$ cat src/rtl/shiftPkg.sv
package shiftPkg;

  typedef enum logic [2:0] {
    OP_LSH    = 3'd0,
    OP_ASH    = 3'd1,
    OP_NORM   = 3'd2,
    OP_DENORM = 3'd3,
    OP_EXP    = 3'd4
  } shOp_e;

  typedef enum logic [1:0] {
    AMT_DIRECT = 2'd0,
    AMT_INVERT = 2'd1,
    AMT_NEWEXP = 2'd2,
    AMT_OLDEXP = 2'd3
  } amtSel_e;

  typedef struct packed {
    logic    ldResult;
    logic    ldExp;
    logic    ldBlock;
    logic    orIn;
    logic    arith;
    logic    hiPlace;
    amtSel_e amtSel;
  } shStrobe_t;

endpackage

$ cat src/rtl/shiftCtrl.sv
module shiftCtrl
  import shiftPkg::*;
(
  input  logic      opValid,
  input  logic [2:0] opCode,
  input  logic      hiSel,
  input  logic      orMode,
  output shStrobe_t strobe
);

  always_comb begin
    strobe          = '0;
    strobe.orIn     = orMode;
    strobe.hiPlace  = hiSel;
    strobe.amtSel   = AMT_DIRECT;
    if (opValid) begin
      case (opCode)
        OP_LSH: begin
          strobe.ldResult = 1'b1;
        end
        OP_ASH: begin
          strobe.ldResult = 1'b1;
          strobe.arith    = 1'b1;
        end
        OP_NORM: begin
          strobe.ldResult = 1'b1;
          strobe.arith    = 1'b1;
          strobe.ldExp    = hiSel;
          strobe.amtSel   = hiSel ? AMT_NEWEXP : AMT_OLDEXP;
        end
        OP_DENORM: begin
          strobe.ldResult = 1'b1;
          strobe.arith    = 1'b1;
          strobe.amtSel   = AMT_INVERT;
        end
        OP_EXP: begin
          strobe.ldExp    = 1'b1;
          strobe.ldBlock  = 1'b1;
        end
        default: ;
      endcase
    end
  end

endmodule

$ cat src/rtl/shiftPath.sv
module shiftPath
  import shiftPkg::*;
#(
  parameter int DATA_W = 16,
  parameter int AMT_W  = 8
) (
  input  logic                     clk,
  input  logic                     rstN,
  input  shStrobe_t                strobe,
  input  logic [AMT_W-1:0]         shiftAmt,
  input  logic [DATA_W-1:0]        dataIn,
  input  logic                     expClr,
  output logic [2*DATA_W-1:0]      resultQ,
  output logic signed [AMT_W-1:0]  expQ,
  output logic signed [AMT_W-1:0]  blockQ
);

  localparam int RES_W = 2 * DATA_W;
  localparam int SA_W  = AMT_W + 1;

  logic [AMT_W-1:0]        signCnt;
  logic signed [AMT_W-1:0] newExp;
  logic signed [SA_W-1:0]  effAmt;
  logic [RES_W-1:0]        placed;
  logic [RES_W-1:0]        shifted;

  // redundant sign bit count below the top bit
  always_comb begin
    logic run;
    run     = 1'b1;
    signCnt = '0;
    for (int i = DATA_W - 2; i >= 0; i--) begin
      if (run && (dataIn[i] == dataIn[DATA_W-1])) signCnt = signCnt + 1'b1;
      else run = 1'b0;
    end
    newExp = $signed(AMT_W'(0) - signCnt);
  end

  always_comb begin
    case (strobe.amtSel)
      AMT_DIRECT: effAmt = $signed({shiftAmt[AMT_W-1], shiftAmt});
      AMT_INVERT: effAmt = -$signed({shiftAmt[AMT_W-1], shiftAmt});
      AMT_NEWEXP: effAmt = -$signed({newExp[AMT_W-1], newExp});
      default:    effAmt = -$signed({expQ[AMT_W-1], expQ});
    endcase
  end

  assign placed = strobe.hiPlace ? {dataIn, {DATA_W{1'b0}}} : {{DATA_W{1'b0}}, dataIn};

  function automatic logic [RES_W-1:0] barrel(input logic [RES_W-1:0] v,
                                               input logic signed [SA_W-1:0] a,
                                               input logic ar);
    logic [SA_W-1:0] mag;
    logic            big;
    mag = a[SA_W-1] ? SA_W'(-a) : SA_W'(a);
    big = (mag >= SA_W'(RES_W));
    if (!a[SA_W-1])  return big ? '0 : (v << mag);
    else if (ar)     return big ? {RES_W{v[RES_W-1]}} : RES_W'($signed(v) >>> mag);
    else             return big ? '0 : (v >> mag);
  endfunction

  assign shifted = barrel(placed, effAmt, strobe.arith);

  always_ff @(posedge clk) begin
    if (!rstN) begin
      resultQ <= '0;
      expQ    <= '0;
      blockQ  <= '0;
    end else begin
      if (strobe.ldResult) resultQ <= strobe.orIn ? (resultQ | shifted) : shifted;
      if (strobe.ldExp)    expQ    <= newExp;
      if (strobe.ldBlock)  blockQ  <= (expClr || (newExp < blockQ)) ? newExp : blockQ;
      else if (expClr)     blockQ  <= '0;
    end
  end

  p_hold_result_r2: assert property (@(posedge clk) disable iff (!rstN)
    !strobe.ldResult |=> $stable(resultQ));

  p_exp_range_r6: assert property (@(posedge clk) disable iff (!rstN)
    (expQ <= 0) && (expQ >= -(DATA_W - 1)));

  p_norm_msb_r7: assert property (@(posedge clk) disable iff (!rstN)
    (strobe.ldResult && strobe.amtSel == AMT_NEWEXP && !strobe.orIn && dataIn != '0)
    |=> (resultQ[RES_W-1] != resultQ[RES_W-2]));

  p_exp_hold_r8: assert property (@(posedge clk) disable iff (!rstN)
    !strobe.ldExp |=> $stable(expQ));

  p_block_min_r11: assert property (@(posedge clk) disable iff (!rstN)
    (strobe.ldBlock && !expClr) |=> (blockQ <= $past(blockQ)) && (blockQ <= expQ));

  p_block_clear_r11: assert property (@(posedge clk) disable iff (!rstN)
    (expClr && !strobe.ldBlock) |=> (blockQ == 0));

endmodule

$ cat src/rtl/shiftUnit.sv
module shiftUnit
  import shiftPkg::*;
#(
  parameter int DATA_W = 16,
  parameter int AMT_W  = 8
) (
  input  logic                  clk,
  input  logic                  rstN,
  input  logic                  opValid,
  input  logic [2:0]            opCode,
  input  logic                  hiSel,
  input  logic                  orMode,
  input  logic [AMT_W-1:0]      shiftAmt,
  input  logic [DATA_W-1:0]     dataIn,
  input  logic                  expClr,
  output logic [2*DATA_W-1:0]   result,
  output logic [AMT_W-1:0]      expOut,
  output logic [AMT_W-1:0]      blockExp
);

  shStrobe_t               strobe;
  logic signed [AMT_W-1:0] expQ;
  logic signed [AMT_W-1:0] blockQ;

  shiftCtrl uCtrl (
    .opValid (opValid),
    .opCode  (opCode),
    .hiSel   (hiSel),
    .orMode  (orMode),
    .strobe  (strobe)
  );

  shiftPath #(.DATA_W(DATA_W), .AMT_W(AMT_W)) uPath (
    .clk      (clk),
    .rstN     (rstN),
    .strobe   (strobe),
    .shiftAmt (shiftAmt),
    .dataIn   (dataIn),
    .expClr   (expClr),
    .resultQ  (result),
    .expQ     (expQ),
    .blockQ   (blockQ)
  );

  assign expOut   = expQ;
  assign blockExp = blockQ;

endmodule

$ cat config.mk
export PLATFORM = sky130hd
export DESIGN_NAME = shiftUnit
export DESIGN_NICKNAME = d
export VERILOG_FILES = /design/src/rtl/shiftPkg.sv /design/src/rtl/shiftCtrl.sv /design/src/rtl/shiftPath.sv /design/src/rtl/shiftUnit.sv
export SDC_FILE = /design/constraint.sdc
export NUM_CORES = 1
export LEC_CHECK = 0
export ABC_AREA = 0
export CAP_MARGIN = 20
export CORE_ASPECT_RATIO = 1.25
export CORE_MARGIN = 2
export CORE_UTILIZATION = 35
export CTS_CLUSTER_DIAMETER = 100
export DETAILED_ROUTE_END_ITERATION = 16
export HOLD_SLACK_MARGIN = 0.03
export PLACE_DENSITY = 0.55
export RECOVER_POWER = 100
export SYNTH_ARGS = -nofsm -noshare
export SYNTH_HDL_FRONTEND = slang
export SYNTH_SLANG_ARGS = --single-unit
$ cat constraint.sdc
create_clock -name clk -period 12.2 [get_ports clk]
set_input_delay 2.44 -clock clk [delete_from_list [all_inputs] [get_ports clk]]
set_output_delay 2.44 -clock clk [all_outputs]
set_load 0.01 [all_outputs]
==> impl_metrics.yaml <==
drt:
  drt_iter0_markers: 1035
  drc: 0
  via_per_inst: 6.187
  antenna_left: 0
  wl_per_cell_um: 23.68
  vias: 13890
  wirelength_um: 53160
  first_pass_iters: 5
synthesis:
  yosys-top-cells-area: "dfxtp_1, a21oi_1, nand2_1"
  ys_top_cells_by_count: "nand2_1, nor2_1, a21oi_1, o21ai_0"
  syn_area_per_cell_um2: 6.646
  ys_seq_area_frac: 0.1009
  synth.most_common_cell: "nand2_1"
  netlist_instances: 1433
  syn-cell-area_um2: 9524
  synth_top_cell_by_area: "dfxtp_1"
  ys.warnings.count: 0
  synthesis.nets: 1489
  synthArstFlopShare: 0
  synth_edf_count: 0
  synth_top_flop_cell: "dfxtp_1"
  ys_seq_elements: 48
  synth_top_area_share: 0.1009
  synth.distinct_cells: 113
worst_setup_path:
  critPathMaxStageDelay_ns: 0.49
  reg2reg_from: "uPath.expQ[0]"
  crit_start: "dataIn[13]"
  worstSetupStartpointType: "input port"
  r2r_cells: 17
  required_ns: 12.47
  criticalPathCategory: "in2reg"
  r2r_end: "uPath.resultQ[1]"
  cp_slowest_cell: "or4_4"
  cpMostUsedCell: "ha_1"
  critical_path_arrival_ns: 12.85
  cp-end-kind: "register"
  reg2reg_slack_ns: 8.14
  worstPathMaxFanout: 5
timing:
  setup_viol: 32
  tightest_slew_ns: 0.9480
  rsz0062_at_grt: "true"
  worst_slew_margin_rel: 0.3673
  fin_crit_sh: 1.031
  layout_setup_ws_ns: -0.3746
  hold_viol_final: 0
  fin_skew_ns: 0.007444
  drv_slew: 0
  fmax_ghz: 0.07953
  fin_crit_ns: 12.57
  fin_hold_ws_ns: 0.4541
clock_network:
  clock_latency_ns: 0.33
  cts_root_buf: "clkbuf_16"
  cts_sinks: 48
  cts-htree-levels: 2
  cts_max_path_buffers: 2
  tritoncts: "yes"
  clkTransAtPathRegs_ns: 0.08
  hold_buffers: 0
  cts_buffers: 5
power_and_ir_drop:
  ir_drop_uv: 70.96
  leakagePower_nw: 6.821
  pwr_density_cell_nw_per_um2: 83.90
  finalPower_mw: 1.408
global_routing:
  globalRouteOverflowTotal: 0
  grt_usage: 0.3624
  grt_pass1_vias: 13520
  grt_pass1_wl_um: 79470
  grt_max_degree: 42
  antenna_found_initial: 0
floorplan:
  rows: 67
  fp.dieArea_um2: 28560
  fp.dieW_um: 151.5
  start_util: 0.3550
  boundaryPins: 81
  design.core.area_um2: 26830
  die_h_um: 188.4
min_path:
  worstHoldStart: "uPath.resultQ[2]"
  holdPathStages: 2
  hold-path-endpoint: "uPath.resultQ[2]"
  hold_path_class: "reg2reg"
outcome:
  failed_checks: "setup timing"
  status: "complete, but fails checks"
final_layout:
  final_cells: 2245
  syn_to_final_growth_pct: 76.23
  num-nets-final: 1955
  final_util: 0.6257
  drive_gt1_frac: 0.4526
  antennaDiodeCount: 0
run:
  max_cap_violations: 0
placed_design:
  dp_hpwl_um: 40420
  place_congestion: 1.059
  port_buffers: 80
  numPlacedInstances: 2143
## registers in the layout, summed over array words and instances, names as in the netlist
name,flops
uPath.blockQ,8
uPath.resultQ,32
uPath.expQ,8
## logic make-up after synthesis
family                   after synthesis  synth area share
AO/OA/AOI/OAI                        517            0.3866
XOR/XNOR                              43           0.05058
adder cells (fa/ha/maj)               24           0.03140
buffers and inverters                148           0.06608
flip-flops                            48            0.1009
multiplexers                          40           0.04703
AND/OR/NAND/NOR                      613            0.3174
## how the worst max path moves through the flow
stage / endpoint / cells after the start / slack, ns
after global routing: uPath.resultQ[17] / 57 / -0.86
final: uPath.resultQ[28] / 58 / -0.37
after global placement: uPath.resultQ[5] / 54 / -1.40
after floorplan: uPath.resultQ[10] / 59 / -0.52
after CTS: uPath.resultQ[17] / 55 / -0.23
after detailed placement: uPath.resultQ[5] / 55 / -1.49
## through the flow
stage | TNS [ns] | instance area (um^2) | setup slack (ns)
after floorplan | -12.27 | 9874 | -0.5238
after global placement | -43.84 | 13700 | -1.399
after detailed placement | -48.47 | 13700 | -1.488
after CTS | -3.323 | 16060 | -0.2325
after global routing | -26.51 | 16780 | -0.8580
final | -8.416 | 16780 | -0.3746
## critical path: cells and delay by family
family	cells	cell delay, ns
mux	6	0.92
xor+xnor	1	0.17
compound gates	15	2.94
buf+inv	7	0.97
fa+ha+maj	11	2.94
simple gates	18	2.48
## layout by cell type (no fill, tap or decap), types with 17 or more instances in the layout
| cell type | instances |
|---|---|
| mux2i_1 | 20 |
| a21oi_2 | 37 |
| a211o_1 | 19 |
| and3_1 | 20 |
| dfxtp_1 | 48 |
| buf_6 | 67 |
| o21ai_0 | 51 |
| nand3_1 | 60 |
| a21oi_1 | 72 |
| inv_1 | 33 |
| buf_4 | 401 |
| buf_12 | 18 |
| a211oi_2 | 17 |
| nand2_1 | 147 |
| nor2_1 | 135 |
| clkdlybuf4s50_1 | 27 |
| o21ai_1 | 22 |
| dlygate4sd3_1 | 48 |
| nor3_1 | 36 |
| o211ai_1 | 23 |
| and2_1 | 18 |
## layer usage
metal	wire length (um)	global-route usage	share of wire
met3	3265	0.05109	0.061
met4	4422	0.2464	0.083
met2	26060	0.6270	0.49
met5	0	0	0
met1	19410	0.4058	0.37
## repair_timing
item | in CTS | in global routing
gates cloned | 4 | 0
pin swaps | 138 | 102
endpoints found under the setup margin | 40 | 40
setup buffers | 72 | 32
resized for setup | 349 | 119
## area by class of cell
cell class                      count  area, um^2
Multi-Input combinational cell   1237       10060
Fill cell                        2397       10040
Timing Repair Buffer              567        4985
Sequential cell                    48       960.9
Tap cell                          345       431.7
Inverter                           40       150.1
Clock buffer                        5       125.1
Clock inverter                      3       68.82
## power breakdown
group          internal (mW)  switching [mW]  total, mW
logic                  0.478           0.568       1.05
clock network          0.119          0.0756      0.194
registers              0.162         0.00509      0.167
No activity file was read; power rests on OpenSTA's default activity.
